===== src/rtl/irqc_pkg.sv =====
package irqc_pkg;
    localparam int BANK_OFS_W = 8;
    localparam int PRIO_W     = 5;

    localparam logic [BANK_OFS_W-1:0] OFS_PEND = 8'h00;
    localparam logic [BANK_OFS_W-1:0] OFS_MASK = 8'h04;
    localparam logic [BANK_OFS_W-1:0] OFS_INUM = 8'h10;
    localparam logic [BANK_OFS_W-1:0] OFS_FNUM = 8'h14;
    localparam logic [BANK_OFS_W-1:0] OFS_CTRL = 8'h18;
    localparam logic [BANK_OFS_W-1:0] OFS_GMSK = 8'h1C;
    localparam logic [BANK_OFS_W-1:0] OFS_CFG  = 8'h20;

    typedef struct packed {
        logic [PRIO_W-1:0] prio;
        logic              level;
        logic              fast;
    } line_cfg_t;
endpackage


===== src/rtl/irqc_arbiter.sv =====
module irqc_arbiter #(
    parameter int LINES  = 32,
    parameter int PRIO_W = 5,
    localparam int IW    = $clog2(LINES)
) (
    input  logic [LINES-1:0]             req,
    input  logic [LINES-1:0][PRIO_W-1:0] prio,
    output logic                         valid,
    output logic [IW-1:0]                idx
);
    logic [PRIO_W-1:0] best;

    always_comb begin
        valid = 1'b0;
        idx   = '0;
        best  = '1;
        for (int i = 0; i < LINES; i++) begin
            if (req[i] && (!valid || prio[i] < best)) begin
                valid = 1'b1;
                best  = prio[i];
                idx   = IW'(i);
            end
        end
    end
endmodule


===== src/rtl/irqc_bank.sv =====
module irqc_bank
    import irqc_pkg::*;
#(
    parameter int LINES  = 32,
    parameter bit FIQ_OK = 1'b1,
    localparam int IW    = $clog2(LINES)
) (
    input  logic                  clk,
    input  logic                  rst_n,
    input  logic [LINES-1:0]      line_i,
    input  logic                  sel,
    input  logic                  wr,
    input  logic [BANK_OFS_W-1:0] ofs,
    input  logic [31:0]           wdata,
    output logic [31:0]           rdata,
    output logic                  irq_o,
    output logic                  fiq_o
);
    typedef struct packed {
        logic [LINES-1:0]            pend;
        logic [LINES-1:0]            mask;
        logic [LINES-1:0]            prev;
        line_cfg_t [LINES-1:0]       cfg;
        logic                        irq_busy;
        logic [IW-1:0]               irq_num;
        logic                        fiq_busy;
        logic [IW-1:0]               fiq_num;
        logic                        gmask;
    } bank_st_t;

    bank_st_t st_d, st_q;

    logic [LINES-1:0]             route_fast, irq_req, fiq_req;
    logic [LINES-1:0][PRIO_W-1:0] prio_v;
    logic                         irq_ok, fiq_ok;
    logic [IW-1:0]                irq_win, fiq_win;
    logic [BANK_OFS_W-1:0]        cfg_ofs;

    always_comb begin
        for (int i = 0; i < LINES; i++) begin
            route_fast[i] = FIQ_OK && st_q.cfg[i].fast;
            prio_v[i]     = st_q.cfg[i].prio;
        end
        irq_req = st_q.pend & ~st_q.mask & ~route_fast;
        fiq_req = st_q.pend & ~st_q.mask & route_fast;
    end

    irqc_arbiter #(.LINES(LINES), .PRIO_W(PRIO_W)) i_irq_arb (
        .req(irq_req), .prio(prio_v), .valid(irq_ok), .idx(irq_win)
    );

    irqc_arbiter #(.LINES(LINES), .PRIO_W(PRIO_W)) i_fiq_arb (
        .req(fiq_req), .prio(prio_v), .valid(fiq_ok), .idx(fiq_win)
    );

    assign cfg_ofs = ofs - OFS_CFG;

    always_comb begin
        logic [LINES-1:0] clr;
        logic [LINES-1:0] rise;
        logic             bus_w;

        st_d  = st_q;
        bus_w = wr && sel;
        rise  = line_i & ~st_q.prev;
        clr   = '0;

        st_d.prev = line_i;

        if (bus_w && ofs == OFS_PEND) clr = clr | ~wdata[LINES-1:0];
        if (bus_w && ofs == OFS_MASK) st_d.mask = wdata[LINES-1:0];
        if (bus_w && ofs == OFS_GMSK) st_d.gmask = wdata[0];
        if (bus_w && ofs == OFS_CTRL) begin
            if (wdata[0] && st_q.irq_busy) begin
                st_d.irq_busy = 1'b0;
                clr = clr | (LINES'(1) << st_q.irq_num);
            end
            if (wdata[1] && st_q.fiq_busy) begin
                st_d.fiq_busy = 1'b0;
                clr = clr | (LINES'(1) << st_q.fiq_num);
            end
        end
        for (int i = 0; i < LINES; i++) begin
            if (bus_w && ofs >= OFS_CFG && cfg_ofs[1:0] == 2'b00
                && int'(cfg_ofs[BANK_OFS_W-1:2]) == i)
                st_d.cfg[i] = line_cfg_t'(wdata[6:0]);
            if (st_q.cfg[i].level) st_d.pend[i] = line_i[i];
            else st_d.pend[i] = (st_q.pend[i] & ~clr[i]) | rise[i];
        end

        if (!st_q.irq_busy && !st_q.gmask && irq_ok) begin
            st_d.irq_busy = 1'b1;
            st_d.irq_num  = irq_win;
        end
        if (!st_q.fiq_busy && !st_q.gmask && fiq_ok) begin
            st_d.fiq_busy = 1'b1;
            st_d.fiq_num  = fiq_win;
        end
    end

    always_ff @(posedge clk) begin
        if (!rst_n) begin
            st_q      <= '0;
            st_q.mask <= '1;
        end else begin
            st_q <= st_d;
        end
    end

    always_comb begin
        rdata = '0;
        case (ofs)
            OFS_PEND: rdata = 32'(st_q.pend);
            OFS_MASK: rdata = 32'(st_q.mask);
            OFS_INUM: rdata = 32'(st_q.irq_num);
            OFS_FNUM: rdata = 32'(st_q.fiq_num);
            OFS_CTRL: rdata = {30'd0, st_q.fiq_busy, st_q.irq_busy};
            OFS_GMSK: rdata = {31'd0, st_q.gmask};
            default: begin
                for (int i = 0; i < LINES; i++)
                    if (ofs >= OFS_CFG && cfg_ofs[1:0] == 2'b00
                        && int'(cfg_ofs[BANK_OFS_W-1:2]) == i)
                        rdata = 32'(st_q.cfg[i]);
            end
        endcase
    end

    assign irq_o = st_q.irq_busy && !st_q.gmask;
    assign fiq_o = st_q.fiq_busy && !st_q.gmask;
endmodule


===== src/rtl/bank_intc.sv =====
module bank_intc
    import irqc_pkg::*;
#(
    parameter int LINES     = 32,
    parameter int CASC_LINE = 0,
    localparam int ADDR_W   = BANK_OFS_W + 1,
    localparam int NBANK    = 2
) (
    input  logic                   clk,
    input  logic                   rst_n,
    input  logic                   bus_wr,
    input  logic [ADDR_W-1:0]      bus_addr,
    input  logic [31:0]            bus_wdata,
    output logic [31:0]            bus_rdata,
    input  logic [NBANK*LINES-1:0] line_i,
    output logic                   irq_o,
    output logic                   fiq_o
);
    logic [LINES-1:0] bank_in [NBANK];
    logic [31:0]      bank_rd [NBANK];
    logic [NBANK-1:0] bank_irq, bank_fiq;

    for (genvar b = 0; b < NBANK; b++) begin : g_bank
        if (b == 0) begin : g_root
            always_comb begin
                bank_in[b] = line_i[LINES-1:0];
                bank_in[b][CASC_LINE] = line_i[CASC_LINE] | bank_irq[1];
            end
        end else begin : g_leaf
            assign bank_in[b] = line_i[b*LINES +: LINES];
        end

        irqc_bank #(.LINES(LINES), .FIQ_OK(b == 0)) i_bank (
            .clk   (clk),
            .rst_n (rst_n),
            .line_i(bank_in[b]),
            .sel   (bus_addr[BANK_OFS_W] == 1'(b)),
            .wr    (bus_wr),
            .ofs   (bus_addr[BANK_OFS_W-1:0]),
            .wdata (bus_wdata),
            .rdata (bank_rd[b]),
            .irq_o (bank_irq[b]),
            .fiq_o (bank_fiq[b])
        );
    end

    assign bus_rdata = bank_rd[bus_addr[BANK_OFS_W]];
    assign irq_o     = bank_irq[0];
    assign fiq_o     = |bank_fiq;
endmodule


===== config.mk =====
export PLATFORM = sky130hd
export DESIGN_NAME = bank_intc
export DESIGN_NICKNAME = d
export VERILOG_FILES = /design/src/rtl/irqc_pkg.sv /design/src/rtl/irqc_arbiter.sv /design/src/rtl/irqc_bank.sv /design/src/rtl/bank_intc.sv
export SDC_FILE = /design/constraint.sdc
export NUM_CORES = 2
export LEC_CHECK = 0
export ABC_AREA = 1
export ABC_CLOCK_PERIOD_IN_PS = 32700
export BUFFER_PORTS_ARGS = -buffer_cell sky130_fd_sc_hd__buf_2
export CAP_MARGIN = 20
export CORE_ASPECT_RATIO = 0.75
export CORE_MARGIN = 1.5
export CORE_UTILIZATION = 58
export DETAILED_ROUTE_END_ITERATION = 16
export HOLD_SLACK_MARGIN = 0.06
export PLACE_DENSITY = 0.78
export RECOVER_POWER = 50
export SYNTH_ARGS = -nofsm -noshare
export SYNTH_HDL_FRONTEND = slang
export SYNTH_HIERARCHICAL = 1
export SYNTH_SLANG_ARGS = --single-unit

===== constraint.sdc =====
create_clock -name clk -period 32.7 [get_ports clk]
set_clock_uncertainty 0.15 [all_clocks]
set_input_delay 1.635 -clock clk [delete_from_list [all_inputs] [get_ports clk]]
set_output_delay 1.635 -clock clk [all_outputs]
set_load 0.05 [all_outputs]

After elaboration in Yosys (flattened, before gate mapping)
Cells that the tools add are included.

Flip-flop bits (word level): 660. Input port bits: 108. Word-level logic and storage cells: 1402. Output and inout bits: 34.

Eq/ne operators: 36. Shift-type cells: 3. Reductions and logical operators: 419. Add/sub/neg operators: 1. Bitwise gates (word level): 210. Mux-type cells: 432. $lt $le $gt $ge: 95.

Operator list (count): two-way mux 32 bit (42); two-way mux 5 bit (183); less-than comparator 5 bit (93); one-hot mux 32 bit (6 select lines) (2); two-way mux 7 bit (33); logical AND 1 bit (216); AND 32 bit (6); inverter 32 bit (6); two-way mux 1 bit (169); zero test 1 bit (98); equality test 6 bit (second input constant) (16); bitwise OR 32 bit (3); left shift 1 x 5 -> 32 bit (first input constant) (3); logical OR 1 bit (93); inverter 1 bit (65); bitwise OR 1 bit (65); AND 1 bit (64); equality test 6 x 5 -> 1 bit (second input constant) (8); equality test 8 x 5 -> 1 bit (second input constant) (4); equality test 6 x 4 -> 1 bit (second input constant) (4); two-way mux 6 bit (3); equality test 6 x 3 -> 1 bit (second input constant) (2); nonzero test 2 bit (6); equality test 8 x 3 -> 1 bit (second input constant) (1); other kinds (9) (11).

Longest topological paths before layout
Depth after elaboration: 131. Mapped depth: 327. Gate-level depth less buffers: 298.

By module
The synthesis kept the hierarchy.

By module, submodules not included: irqc_arbiter (g_bank[0].i_bank.i_fiq_arb ...) (sequential area each 0.0 sq um, area each 7930.1 sq um, cells each 1473, times used 3); irqc_bank (g_bank[0].i_bank) (sequential area each 6666.4 sq um, area each 15382.3 sq um, cells each 2201, times used 1); irqc_bank (g_bank[1].i_bank) (sequential area each 6666.4 sq um, area each 15199.6 sq um, cells each 2200, times used 1); irqc_arbiter (g_bank[1].i_bank.i_irq_arb) (sequential area each 0.0 sq um, area each 7980.2 sq um, cells each 1479, times used 1); bank_intc (sequential area each 0.0 sq um, area each 506.7 sq um, cells each 106, times used 1).

Least setup slack after synthesis
OpenSTA, ideal clock, no wires.

Kind: register to register. From: register g_bank[0].i_bank/st_q[301] (netlist bit). To: register g_bank[0].i_bank/st_q[2] (netlist bit). Required time: 32.480 ns. Setup slack: -1.466 ns. Setup time: 0.070 ns. Buffers on the path: 29. Stages on the path, launching flop included: 295. Period minus slack after synthesis: 34.166 ns. Data arrival time: 33.946 ns. Path through: dfxtp_1 > inv_1 > nor3b_1 > inv_1 > nor2_1 > ha_1 > nor2_1 > nor2_2 > nand2_1 > nor2_1 > nand2_1 > nand2_2 > nand2_4 > nand2_4 > o21ai_0 > ha_1 > nand2_1 > nor2_2 > (+259 left out) > nor2_1 > a211oi_1 > nand2_1 > nand2_2 > nand2_2 > buf_6 > nand2_2 > o21ai_1 > ha_1 > a21oi_1 > nor2_1 > a211oi_1 > nand2_1 > nand2_1 > nand2_1 > nand2_1 > o21ai_0 > a21oi_1.

Elaborated cells on any way between the ends: 220. Those cells by class: order compare: 31; mux: 93; bitwise: 2; reduce/logical: 94.

RTL lines: start, declared (RTL line irqc_bank.sv:31) `bank_st_t st_d, st_q;`; start signal, assigned (RTL line irqc_bank.sv:106) `st_q <= st_d;`; AND 32 bit * (2 in a row) (RTL line irqc_bank.sv:45) `fiq_req = st_q.pend & ~st_q.mask & route_fast;`; named net g_bank[0].i_bank.fiq_req[0] (RTL line irqc_bank.sv:33) `logic [LINES-1:0] route_fast, irq_req, fiq_req;`; two-way mux 5 bit or two-way mux 1 bit (tied branches) (RTL line irqc_arbiter.sv:18) `if (req[i] && (!valid || prio[i] < best)) begin`; less-than comparator 5 bit or zero test 1 bit (tied branches) (RTL line irqc_arbiter.sv:18); logical OR 1 bit (RTL line irqc_arbiter.sv:18); logical AND 1 bit (RTL line irqc_arbiter.sv:18); two-way mux 5 bit or two-way mux 1 bit (tied branches) (RTL line irqc_arbiter.sv:18); less-than comparator 5 bit or zero test 1 bit (tied branches) (RTL line irqc_arbiter.sv:18); (+112 left out); logical OR 1 bit (RTL line irqc_arbiter.sv:18); logical AND 1 bit (RTL line irqc_arbiter.sv:18); two-way mux 5 bit or two-way mux 1 bit (tied branches) (RTL line irqc_arbiter.sv:18); less-than comparator 5 bit or zero test 1 bit (tied branches) (RTL line irqc_arbiter.sv:18); logical OR 1 bit (RTL line irqc_arbiter.sv:18); logical AND 1 bit (RTL line irqc_arbiter.sv:18); two-way mux 5 bit * (RTL line irqc_arbiter.sv:18); named net g_bank[0].i_bank.fiq_win[1] (RTL line irqc_bank.sv:36) `logic [IW-1:0] irq_win, fiq_win;`.

Mark *: on every way through the listed nets, which the timed path passes. The rest lies on a longest branch. A chain may end at the register's enable or synchronous reset.

Worst setup path after layout
From: register g_bank[0].i_bank/st_q[269] (netlist bit). To: register g_bank[0].i_bank/st_q[8] (netlist bit).

Elaborated cells on any way between the ends: 221. Those cells by class: order compare: 31; mux: 93; bitwise: 3; reduce/logical: 94.

RTL lines: inverter 32 bit * (RTL line irqc_bank.sv:44) `irq_req = st_q.pend & ~st_q.mask & ~route_fast;`; AND 32 bit * (2 in a row) (RTL line irqc_bank.sv:44); named net g_bank[0].i_bank.irq_req[0] (RTL line irqc_bank.sv:33); two-way mux 5 bit or two-way mux 1 bit (tied branches) (RTL line irqc_arbiter.sv:18); less-than comparator 5 bit or zero test 1 bit (tied branches) (RTL line irqc_arbiter.sv:18); logical OR 1 bit (RTL line irqc_arbiter.sv:18); logical AND 1 bit (RTL line irqc_arbiter.sv:18); two-way mux 5 bit or two-way mux 1 bit (tied branches) (RTL line irqc_arbiter.sv:18); (+113 left out); logical OR 1 bit (RTL line irqc_arbiter.sv:18); logical AND 1 bit (RTL line irqc_arbiter.sv:18); two-way mux 5 bit or two-way mux 1 bit (tied branches) (RTL line irqc_arbiter.sv:18); less-than comparator 5 bit or zero test 1 bit (tied branches) (RTL line irqc_arbiter.sv:18); logical OR 1 bit (RTL line irqc_arbiter.sv:18); logical AND 1 bit (RTL line irqc_arbiter.sv:18); two-way mux 5 bit * (RTL line irqc_arbiter.sv:18); named net g_bank[0].i_bank.irq_win[1] (RTL line irqc_bank.sv:36).

Marks and branches as above.

==> out/results.ini <==
[cts]
clk_path_buf_depth = 3
clock_latency_ns = 0.65
htreeDepth = 3
clock-sinks = 666
clkTransAtPathRegs_ns = 0.06
tritoncts = done
cts_hold_buf = 0
clockRootBuffer = clkbuf_16
cts_buffers = 71

[critical_path]
crit_slowest_cell = dfxtp_2
r2r_cells = 289
crit_fanout = 10
critPathKind = reg -> reg
arrival_ns = 32.83
worst-endpoint-required_ns = 33.10
timing.critical_path.mode_cell = nand2_1
reg2reg_to = g_bank[0].i_bank/st_q[8]
critPathCaptureType = flop
rrSetupSlack_ns = 0.27
slowest_delay_ns = 0.35
startpoint_type = flop
r2r_start = g_bank[0].i_bank/st_q[269]

[yosys]
ys_warn_count = 6
synth_seq_cells = 666
synth_area_per_cell_um2 = 6.04
synth_cell_types = 60
postSynth.asyncResetShare = 0
netlist_instances = 10400
syn_area_um2 = 62900
yosys_most_used_dff = dfxtp_1
yosysSeqAreaShare = 0.212
synth-edff-count = 0

[global_route]
grt_pass1_wl_mm = 368
antenna_found_initial = 11
first_global_vias = 63500
overflow = 0
track_usage = 0.426
grt_max_degree = 178

[power_and_ir_drop]
p_leak_nw = 37.0
swShare = 0.305
fin_total_pwr_mw = 2.02
vdd_ir_drop_max_mv = 0.0360
power_switching_mw = 0.614
pwr-share-comb = 0.169
p_clk_frac = 0.417
intPower_mw = 1.40
power_density_nw_per_um2 = 27.4
power_frac_seq = 0.414

[place]
hpwlAfterDp_mm = 193
placedCellCount = 12300
port_buffers = 141
place_ws_ns = -1.56
gp_congestion = 1.05

[flow_run]
maxCapViolations = 1

[detailed_routing]
drc_errors = 0
vias = 72900
drt-initial-drc-count = 9754
ant_nets = 0
drt_pre_antenna_iters = 6
wire_per_inst_um = 19.9
vias_per_cell = 5.80
wirelength_mm = 250

[timing]
maxSlewHeadroom = -0.699
min_period_ns = 32.43
setup_slack_ns = 0.268
drv_slew = 55
tns_ns = 0
finalSetupViolCount = 0
worstMarginPinSlew_ns = 2.55
finalCritPeriodShare = 0.992
finalHoldViolCount = 0
rsz0062_at_grt = true
clock.fmax_mhz = 30.8

[die]
initial_core_util = 0.586
die_w_um = 383
coreArea_um2 = 107000
dieArea_um2 = 110000
die-height_um = 288
fp-row-count = 104
ios = 142

[min_path]
hp-class = reg -> reg
min_from = g_bank[1].i_bank/st_q[76]
whs_endpoint = g_bank[1].i_bank/st_q[76]
hold_depth = 2

[cells_and_area]
syn2layout_area_growth_pct = 17.1
nNetsFinal = 11500
drive_above_1_share = 0.205
final_util = 0.686
final_cells = 12600

[outcome]
status = finished, violations left
violations = max-capacitance violations, max-slew violations

-- state kept, by name, indices dropped and copies added, names as in the netlist --
signal,count
g_bank.i_bank/prio_v,320
g_bank.i_bank/st_q,314
g_bank.i_bank/route_fast,32
-- synth_stat cells, drive strengths merged (30+ instances only) --
cell	count	area share
a211oi	38	0.0045
o22ai	71	0.0071
clkinv	38	0.0023
o21ai	853	0.069
nand2	3248	0.23
inv	1689	0.10
o2111ai	30	0.0042
ha	266	0.053
nor2	682	0.045
nand3b	73	0.0087
buf	150	0.025
a21oi	519	0.041
nand4	110	0.011
dfxtp	666	0.21
o21bai	160	0.019
or2	42	0.0042
nor3	142	0.013
nand3	1279	0.12
clkbuf	220	0.014
o211ai	49	0.0059
-- critical path, delay by kind of cell (launching register included) --
family | cells | cell delay, ns
simple gates | 184 | 15.04
fa+ha+maj | 31 | 9.02
compound gates | 53 | 6.20
flops | 1 | 0.35
buf+inv | 21 | 1.59
-- area by class of cell --
type | instances | area (µm²)
multi-input combinational | 7842 | 44100
fill | 9690 | 33800
sequential | 666 | 13300
inverter | 1727 | 6530
timing repair buffer | 768 | 5520
clock buffer | 101 | 2050
tap | 1431 | 1790
clock inverter | 25 | 285
antenna | 5 | 12.5
-- power groups by stage --
stage / clock [mW] / sequential [mW] / combinational (mW)
finish: 0.840 / 0.834 / 0.342
CTS: 0.835 / 0.833 / 0.294
detailed placement: 0 / 0.851 / 0.292
global route: 0.868 / 0.835 / 0.371
global placement: 0 / 0.851 / 0.287
floorplan: 0 / 0.848 / 0.238
-- cell usage in the layout, fill, tap and decap left out, types with 32 or more instances in the layout --
cell and instances:
o211ai_1 49, nor2_2 86, nand2_1 2536, ha_1 233
o21ai_0 652, nand3_2 212, nand3_1 1064, a211oi_1 35
buf_4 603, ha_4 32, nand2_4 290, o21ai_2 122
nand3b_1 73, a21oi_1 514, o22ai_1 71, inv_1 1598
nor3_1 129, nor2_1 564, inv_2 79, nand4_1 110
dfxtp_1 662, conb_1 193, o21bai_1 160, clkinv_1 38
nand2_2 410, o21ai_4 37, clkbuf_16 74, o21ai_1 42
buf_2 141
-- worst max-delay path by stage --
stage,slack (ns),cells after the start,endpoint,startpoint
floorplan,0.001,300,g_bank[1].i_bank/st_q[8],g_bank[1].i_bank/st_q[301]
global placement,-0.72,271,g_bank[0].i_bank/st_q[8],g_bank[0].i_bank/st_q[301]
detailed placement,-1.56,264,g_bank[1].i_bank/st_q[8],g_bank[1].i_bank/st_q[301]
CTS,0.008,293,g_bank[0].i_bank/st_q[8],g_bank[0].i_bank/st_q[301]
global route,-2.15,294,g_bank[0].i_bank/st_q[8],g_bank[0].i_bank/st_q[269]
finish,0.27,289,g_bank[0].i_bank/st_q[8],g_bank[0].i_bank/st_q[269]
-- cell families after synthesis --
family,count (synthesis),share of synthesized area
other cells,1,0.0000597
compound gates,1768,0.157
flops,666,0.212
simple gates,5607,0.436
fa+ha+maj,266,0.0529
buf+inv,2097,0.142
-- timing repair --
action	CTS	global route
setup buffers	3	99
gates cloned	0	8
pin swaps	10	366
setup endpoints to repair	15	15
endpoints found under the hold margin	0	0
gates resized for setup	144	538
-- per-stage QoR --
step	cell area, µm²	hold WS (ns)
2_1_floorplan	63600	0.274
3_3_place_gp	67600	0.284
3_5_place_dp	67600	0.290
4_1_cts	70300	0.300
5_1_grt	73600	0.317
6_report	73600	0.301
-- per-layer routing --
layer  routed length (µm)  track usage  part of all wire
met1               108000        0.633              0.43
met4                 8560        0.124             0.034
met5                   46            0           0.00018
met2                95400        0.574              0.38
met3                38100        0.135              0.15
Power figures use the tool's default switching activity.
